`src/rtl/txq_pkg.sv`:
```
package txq_pkg;
  localparam int PNUM_W_DEF = 4;
  localparam int DEPTH_DEF  = 16;
  localparam int COLL_W_DEF = 4;
  localparam int ERR_W_DEF  = 3;
  localparam int STAT_W_DEF = 16;

  typedef enum logic {
    TXS_IDLE = 1'b0,
    TXS_BUSY = 1'b1
  } txs_e;
endpackage

```
`src/rtl/txq_fifo.sv`:
```
module txq_fifo #(
  parameter int W     = 4,
  parameter int DEPTH = 16
) (
  input  logic         clk,
  input  logic         rst_n,
  input  logic         push,
  input  logic [W-1:0] din,
  input  logic         pop,
  output logic [W-1:0] head,
  output logic         empty,
  output logic         full
);
  localparam int AW = $clog2(DEPTH);

  logic [W-1:0]  mem [DEPTH];
  logic [AW-1:0] wp, rp;
  logic [AW:0]   cnt;
  logic          push_ok, pop_ok;

  assign empty   = (cnt == '0);
  assign full    = (cnt == (AW+1)'(DEPTH));
  assign push_ok = push && !full;
  assign pop_ok  = pop && !empty;
  assign head    = empty ? '0 : mem[rp];

  always_ff @(posedge clk) begin
    if (push_ok) mem[wp] <= din;
  end

  always_ff @(posedge clk) begin
    if (!rst_n) begin
      wp  <= '0;
      rp  <= '0;
      cnt <= '0;
    end else begin
      if (push_ok) wp <= (wp == AW'(DEPTH-1)) ? '0 : wp + 1'b1;
      if (pop_ok)  rp <= (rp == AW'(DEPTH-1)) ? '0 : rp + 1'b1;
      case ({push_ok, pop_ok})
        2'b10:   cnt <= cnt + 1'b1;
        2'b01:   cnt <= cnt - 1'b1;
        default: cnt <= cnt;
      endcase
    end
  end
endmodule

```
`src/rtl/txq_sched.sv`:
```
module txq_sched
  import txq_pkg::*;
(
  input  logic clk,
  input  logic rst_n,
  input  logic en_set,
  input  logic en_clr,
  input  logic have_pkt,
  input  logic room_done,
  input  logic half_duplex,
  input  logic defer_busy,
  input  logic mac_ready,
  input  logic done_valid,
  input  logic done_ok,
  output logic txen,
  output logic mac_valid,
  output logic in_flight,
  output logic complete
);
  txs_e state;
  logic defer_hold;
  logic fail_evt;

  assign in_flight  = (state == TXS_BUSY);
  assign complete   = done_valid && in_flight;
  assign fail_evt   = complete && !done_ok;
  assign defer_hold = half_duplex && defer_busy;
  assign mac_valid  = txen && !in_flight && have_pkt && room_done && !defer_hold;

  always_ff @(posedge clk) begin
    if (!rst_n) begin
      txen <= 1'b0;
    end else if (fail_evt || en_clr) begin
      txen <= 1'b0;
    end else if (en_set) begin
      txen <= 1'b1;
    end
  end

  always_ff @(posedge clk) begin
    if (!rst_n) begin
      state <= TXS_IDLE;
    end else begin
      case (state)
        TXS_IDLE: if (mac_valid && mac_ready) state <= TXS_BUSY;
        TXS_BUSY: if (done_valid)             state <= TXS_IDLE;
        default:                              state <= TXS_IDLE;
      endcase
    end
  end
endmodule

```
`src/rtl/txq_status.sv`:
```
module txq_status #(
  parameter int PNUM_W = 4,
  parameter int COLL_W = 4,
  parameter int ERR_W  = 3,
  parameter int STAT_W = 16
) (
  input  logic              clk,
  input  logic              rst_n,
  input  logic              complete,
  input  logic [PNUM_W-1:0] pnum,
  input  logic              ok,
  input  logic [COLL_W-1:0] coll,
  input  logic [ERR_W-1:0]  err,
  output logic              stat_we,
  output logic [PNUM_W-1:0] stat_pnum,
  output logic [STAT_W-1:0] stat_word
);
  logic [STAT_W-1:0] packed_word;

  always_comb begin
    packed_word                          = '0;
    packed_word[STAT_W-1]                = ok;
    packed_word[ERR_W+COLL_W-1:ERR_W]    = coll;
    packed_word[ERR_W-1:0]               = err;
  end

  always_ff @(posedge clk) begin
    if (!rst_n) begin
      stat_we   <= 1'b0;
      stat_pnum <= '0;
      stat_word <= '0;
    end else begin
      stat_we <= complete;
      if (complete) begin
        stat_pnum <= pnum;
        stat_word <= packed_word;
      end
    end
  end
endmodule

```
`src/rtl/txq_ctrl.sv`:
```
module txq_ctrl
  import txq_pkg::*;
#(
  parameter int PNUM_W = PNUM_W_DEF,
  parameter int DEPTH  = DEPTH_DEF,
  parameter int COLL_W = COLL_W_DEF,
  parameter int ERR_W  = ERR_W_DEF,
  parameter int STAT_W = STAT_W_DEF
) (
  input  logic                  clk,
  input  logic                  rst_n,
  input  logic                  enq_cmd,
  input  logic [PNUM_W-1:0]     enq_pnum,
  input  logic                  txen_set,
  input  logic                  txen_clr,
  output logic                  txen,
  input  logic                  half_duplex,
  input  logic                  defer_busy,
  output logic                  mac_valid,
  input  logic                  mac_ready,
  output logic [PNUM_W-1:0]     mac_pnum,
  input  logic                  done_valid,
  input  logic                  done_ok,
  input  logic [COLL_W-1:0]     done_coll,
  input  logic [ERR_W-1:0]      done_err,
  output logic                  stat_we,
  output logic [PNUM_W-1:0]     stat_pnum,
  output logic [STAT_W-1:0]     stat_word,
  input  logic                  int_ack,
  output logic                  tx_int,
  output logic [2*PNUM_W+1:0]   fifo_ports,
  input  logic                  ovf_clr,
  output logic                  ovf_flag
);
  logic [PNUM_W-1:0] tx_head, cq_head;
  logic              tx_empty, tx_full;
  logic              cq_empty, cq_full;
  logic              in_flight, complete;

  txq_fifo #(.W(PNUM_W), .DEPTH(DEPTH)) u_txq (
    .clk(clk), .rst_n(rst_n),
    .push(enq_cmd), .din(enq_pnum), .pop(complete),
    .head(tx_head), .empty(tx_empty), .full(tx_full)
  );

  txq_fifo #(.W(PNUM_W), .DEPTH(DEPTH)) u_cq (
    .clk(clk), .rst_n(rst_n),
    .push(complete), .din(tx_head), .pop(int_ack),
    .head(cq_head), .empty(cq_empty), .full(cq_full)
  );

  txq_sched u_sched (
    .clk(clk), .rst_n(rst_n),
    .en_set(txen_set), .en_clr(txen_clr),
    .have_pkt(!tx_empty), .room_done(!cq_full),
    .half_duplex(half_duplex), .defer_busy(defer_busy),
    .mac_ready(mac_ready), .done_valid(done_valid), .done_ok(done_ok),
    .txen(txen), .mac_valid(mac_valid),
    .in_flight(in_flight), .complete(complete)
  );

  txq_status #(.PNUM_W(PNUM_W), .COLL_W(COLL_W), .ERR_W(ERR_W), .STAT_W(STAT_W)) u_stat (
    .clk(clk), .rst_n(rst_n),
    .complete(complete), .pnum(tx_head),
    .ok(done_ok), .coll(done_coll), .err(done_err),
    .stat_we(stat_we), .stat_pnum(stat_pnum), .stat_word(stat_word)
  );

  always_ff @(posedge clk) begin
    if (!rst_n) begin
      ovf_flag <= 1'b0;
    end else if (enq_cmd && tx_full) begin
      ovf_flag <= 1'b1;
    end else if (ovf_clr) begin
      ovf_flag <= 1'b0;
    end
  end

  assign mac_pnum   = tx_head;
  assign tx_int     = !cq_empty;
  assign fifo_ports = {cq_empty, cq_head, tx_empty, tx_head};
endmodule

```
`config.mk`:
```
export PLATFORM = sky130hd
export DESIGN_NAME = txq_ctrl
export DESIGN_NICKNAME = d
export VERILOG_FILES = /design/src/rtl/txq_pkg.sv /design/src/rtl/txq_fifo.sv /design/src/rtl/txq_sched.sv /design/src/rtl/txq_status.sv /design/src/rtl/txq_ctrl.sv
export SDC_FILE = /design/constraint.sdc
export NUM_CORES = 1
export LEC_CHECK = 0
export BUFFER_PORTS_ARGS = -buffer_cell sky130_fd_sc_hd__buf_2
export CAP_MARGIN = 10
export CORE_MARGIN = 1.5
export CORE_UTILIZATION = 45
export DETAILED_ROUTE_END_ITERATION = 8
export PLACE_DENSITY_LB_ADDON = 0.2
export SKIP_LAST_GASP = 1
export SLEW_MARGIN = 20
export SYNTH_ARGS = -nofsm -noshare
export SYNTH_HDL_FRONTEND = slang
export SYNTH_SLANG_ARGS = --single-unit
```
`constraint.sdc`:
```
create_clock -name clk -period 6.5 [get_ports clk]
set_input_delay 0.65 -clock clk [delete_from_list [all_inputs] [get_ports clk]]
set_output_delay 0.65 -clock clk [all_outputs]
set_load 0.05 [all_outputs]
```
==> impl_metrics.tcl <==
set metrics [dict create \
    status "complete, no violations" \
    critical_path_class "reg -> reg" \
    min_path_type "in -> reg" \
    yosys_warnings 0 \
    synth.top_cells.by_area "edfxtp_1 51%, dfxtp_1 13%, mux4_2 9.0%" \
    cp_slowest_cell "a21oi_1" \
    cp_cell_sequence "nand2_1 > a21oi_1 > inv_1 > ha_1 > xor2_1 > ha_1 > nand2b_1 > a21boi_0 > o21a_1 > or4_1 > a21oi_1" \
    diodes 0 \
    die_h_um 132.2 \
    routed_wirelength_mm 14.30 \
    vias 4180 \
    avgRoutedWirePerCell_um 17.92 \
    clk_latency_ns 0.43 \
    rsz0062_at_grt "no" \
    dieArea_mm2 0.01747 \
    tritoncts "done" \
    postSynth.asyncResetShare_pct 0 \
    seqPwrFrac_pct 51.9 \
    crit_path_max_incr_delay_ns 0.71 \
    syn_inst 526 \
    final.setup.tns_ns 0 \
    switchingPower_uw 520.7 \
    final_nets 605 \
    cts_inserted_buffers 17 \
    yosysMostFrequentCell "edfxtp_1" \
    crit_fanout 17 \
    setup_violations 0 \
    nFillCells 1399 \
    grt_pass1_wl_mm 22.67 \
    end_kind "register" \
    io_buffer_count 53 \
    io_pins 62 \
    die_x_um 132.2 \
    routabilityCongestion 0.7909 \
    drv_slew 0 \
    drtAntennaViolNets 0 \
    first_global_vias 4250 \
    cp.required_ns 6.85 \
    max_freq_ghz 0.2897 \
    synth_edf_count 128 \
    hold_viol 0 \
    clk_pin_slew_ns 0.06 \
    vias_per_cell 5.238 \
    netlist_top_cells_count "128 x edfxtp_1, 59 x nor2_1, 50 x dfxtp_1" \
    drt_first_pass_iters 5 \
    core-area_mm2 0.01647 \
    pwr-share-clk_pct 42.9 \
    netlist.area_leader.share_pct 51.19 \
    clock_path_buffers 2 \
    drc_errors 0 \
    finalNonFillerCells 798 \
    grt-ovfl-total 0 \
    post-cts-setup-buffers 0 \
    p_int_uw 1862 \
    track_usage_pct 17.09 \
    slew-limit-headroom_pct 44.81 \
    tightest_slew_ns 0.8261 \
    ctsHoldBuffers 0 \
    ys_ff_latch 178 \
    initial_core_util_pct 45.60 \
    startpoint_type "register" \
    yosys.area.top_type "edfxtp_1" \
    cap_viol_max_count 0 \
    arrival_ns 3.80 \
    layout_worst_path_cycle_share_pct 53.10 \
    power_leakage_uw 0.002932 \
    clock_skew_ns 0.006699 \
    finalCriticalPeriod_ns 3.451 \
    synthesis.area_mm2 0.007508 \
    p_comb_share_pct 5.2 \
    drive_gt1_share_pct 21.11 \
    cts_root_buf "clkbuf_16" \
    rows 47 \
    dp.cells 766 \
    cts_max_level 4 \
    synth_cell_types 51 \
    synthToLayoutAreaGrowth_pct 12.56 \
    grt_max_degree 38 \
    seq_area_frac_synth_pct 64.52 \
    grt_antenna_before_repair 0 \
    swShare_pct 21.86 \
    ctsResizeCount 0 \
    vdd_ir_drop_max_mv 0.2204 \
    synth_flop_cell "edfxtp_1" \
    cts_sinks 178 \
    power.density_mw_per_mm2 281.9 \
    hpwl_mm 9.370 \
    first_iter_violations 284 \
    syn_area_per_cell_um2 14.27 \
]
==> power groups by stage <==
| stage | Sequential, µW | Clock, µW | Combinational [µW] |
|---|---|---|---|
| 3_3_place_gp | 1260 | 0 | 122 |
| 6_report | 1240 | 1020 | 123 |
| 2_1_floorplan | 1260 | 0 | 91.2 |
| 4_1_cts | 1240 | 1030 | 125 |
| 3_5_place_dp | 1260 | 0 | 124 |
| 5_1_grt | 1240 | 1080 | 133 |
==> final cells by class <==
type                            instances  area (µm²)  share of cell area (%)
Tap cell                              220       275.3                   3.257
Multi-Input combinational cell        299        2396                   28.35
Inverter                               12       45.04                  0.5329
Sequential cell                       178        4847                   57.35
Clock inverter                         14       163.9                   1.939
Clock buffer                           18       429.2                   5.078
Timing Repair Buffer                   57       295.3                   3.494
==> logic make-up (layout without fill, tap and decap cells) <==
kind of cell	count (synthesis)	after routing	synth area share (%)
other	1	8	0.04994
muxes	50	50	12.96
buffers and inverters	56	101	3.916
xor gates and xnor gates	12	12	1.400
adders and majority gates	17	17	2.833
AOI/OAI and AO/OA	64	64	5.099
DFF	178	178	64.52
and+or+nand+nor	148	148	9.215
==> cell usage in the layout (no fill, tap or decap), types with 3 or more instances in the layout <==
cell type | Yosys | layout
a21boi_0 | 3 | 3
a21oi_1 | 28 | 28
a31oi_1 | 3 | 3
and2_1 | 5 | 5
buf_2 | 6 | 53
buf_4 | 15 | 4
bufinv_16 | 0 | 3
clkbuf_16 | 0 | 17
clkinvlp_4 | 0 | 4
conb_1 | 1 | 8
dfxtp_1 | 50 | 48
edfxtp_1 | 128 | 128
ha_1 | 17 | 17
inv_1 | 11 | 11
mux2i_1 | 14 | 14
mux4_1 | 6 | 6
mux4_2 | 30 | 30
nand2_1 | 39 | 39
nand2b_1 | 6 | 6
nand3_1 | 6 | 6
nor2_1 | 59 | 59
nor2b_1 | 3 | 3
nor3_1 | 13 | 13
o21ai_0 | 11 | 11
o22ai_1 | 4 | 4
or3_1 | 3 | 3
or4_1 | 3 | 3
xor2_1 | 10 | 10
==> metal layers <==
layer	GRT usage, %	wire, µm	up-vias
met5	0	0	-
met1	21.99	6291	2079
li1	-	-	2006
met4	4.945	172	0
met2	29.06	7327	81
met3	4.037	507	14
==> stage by stage <==
| step | util [%] | hold slack, ns | instance area (µm²) | power (µW) | setup WS [ns] |
|---|---|---|---|---|---|
| 2_1_floorplan | - | 0.4580 | 7535 | 1353 | 3.047 |
| 3_3_place_gp | 47.71 | 0.4451 | 7856 | 1383 | 2.881 |
| 3_5_place_dp | 47.71 | 0.4484 | 7856 | 1386 | 2.725 |
| 4_1_cts | 51.31 | 0.3799 | 8449 | 2397 | 2.793 |
| 5_1_grt | 51.33 | 0.3817 | 8452 | 2452 | 2.746 |
| 6_report | 51.33 | 0.3880 | 8452 | 2382 | 3.049 |
==> critical path: cells and delay by family (launching register included) <==
family          cells  cell delay [ns]
fa+ha+maj           2             0.59
flops               1             0.38
simple gates        3             0.92
buf+inv             1             0.15
xor+xnor            1             0.18
compound gates      4             1.16
==> registers in the layout, indices dropped and copies added, names as in the netlist, named ones only <==
name	cells
u_cq.rp	4
u_txq.rp	4
u_txq.wp	4
u_stat.stat_pnum	4
u_cq.wp	4
u_txq.mem	64
u_sched.txen	1
u_cq.mem	64
u_sched.in_flight	1
u_stat.stat_we	1
u_stat.stat_word	8
u_cq.cnt	5
ovf_flag	1
u_txq.cnt	5
==> path summary, 6_finish.rpt <==
check / endpoint / cells past startpoint / slack [ns] / startpoint
setup / recovery: u_cq.cnt[4] / 11 / 3.05 / u_sched.in_flight
hold / removal: u_sched.txen / 2 / 0.39 / txen_clr
setup reg to reg: u_cq.cnt[4] / 11 / 3.05 / u_sched.in_flight
hold reg to reg: u_stat.stat_word[6] / 2 / 0.46 / u_stat.stat_word[6]
Note: power is estimated with default switching activity, not from simulation.
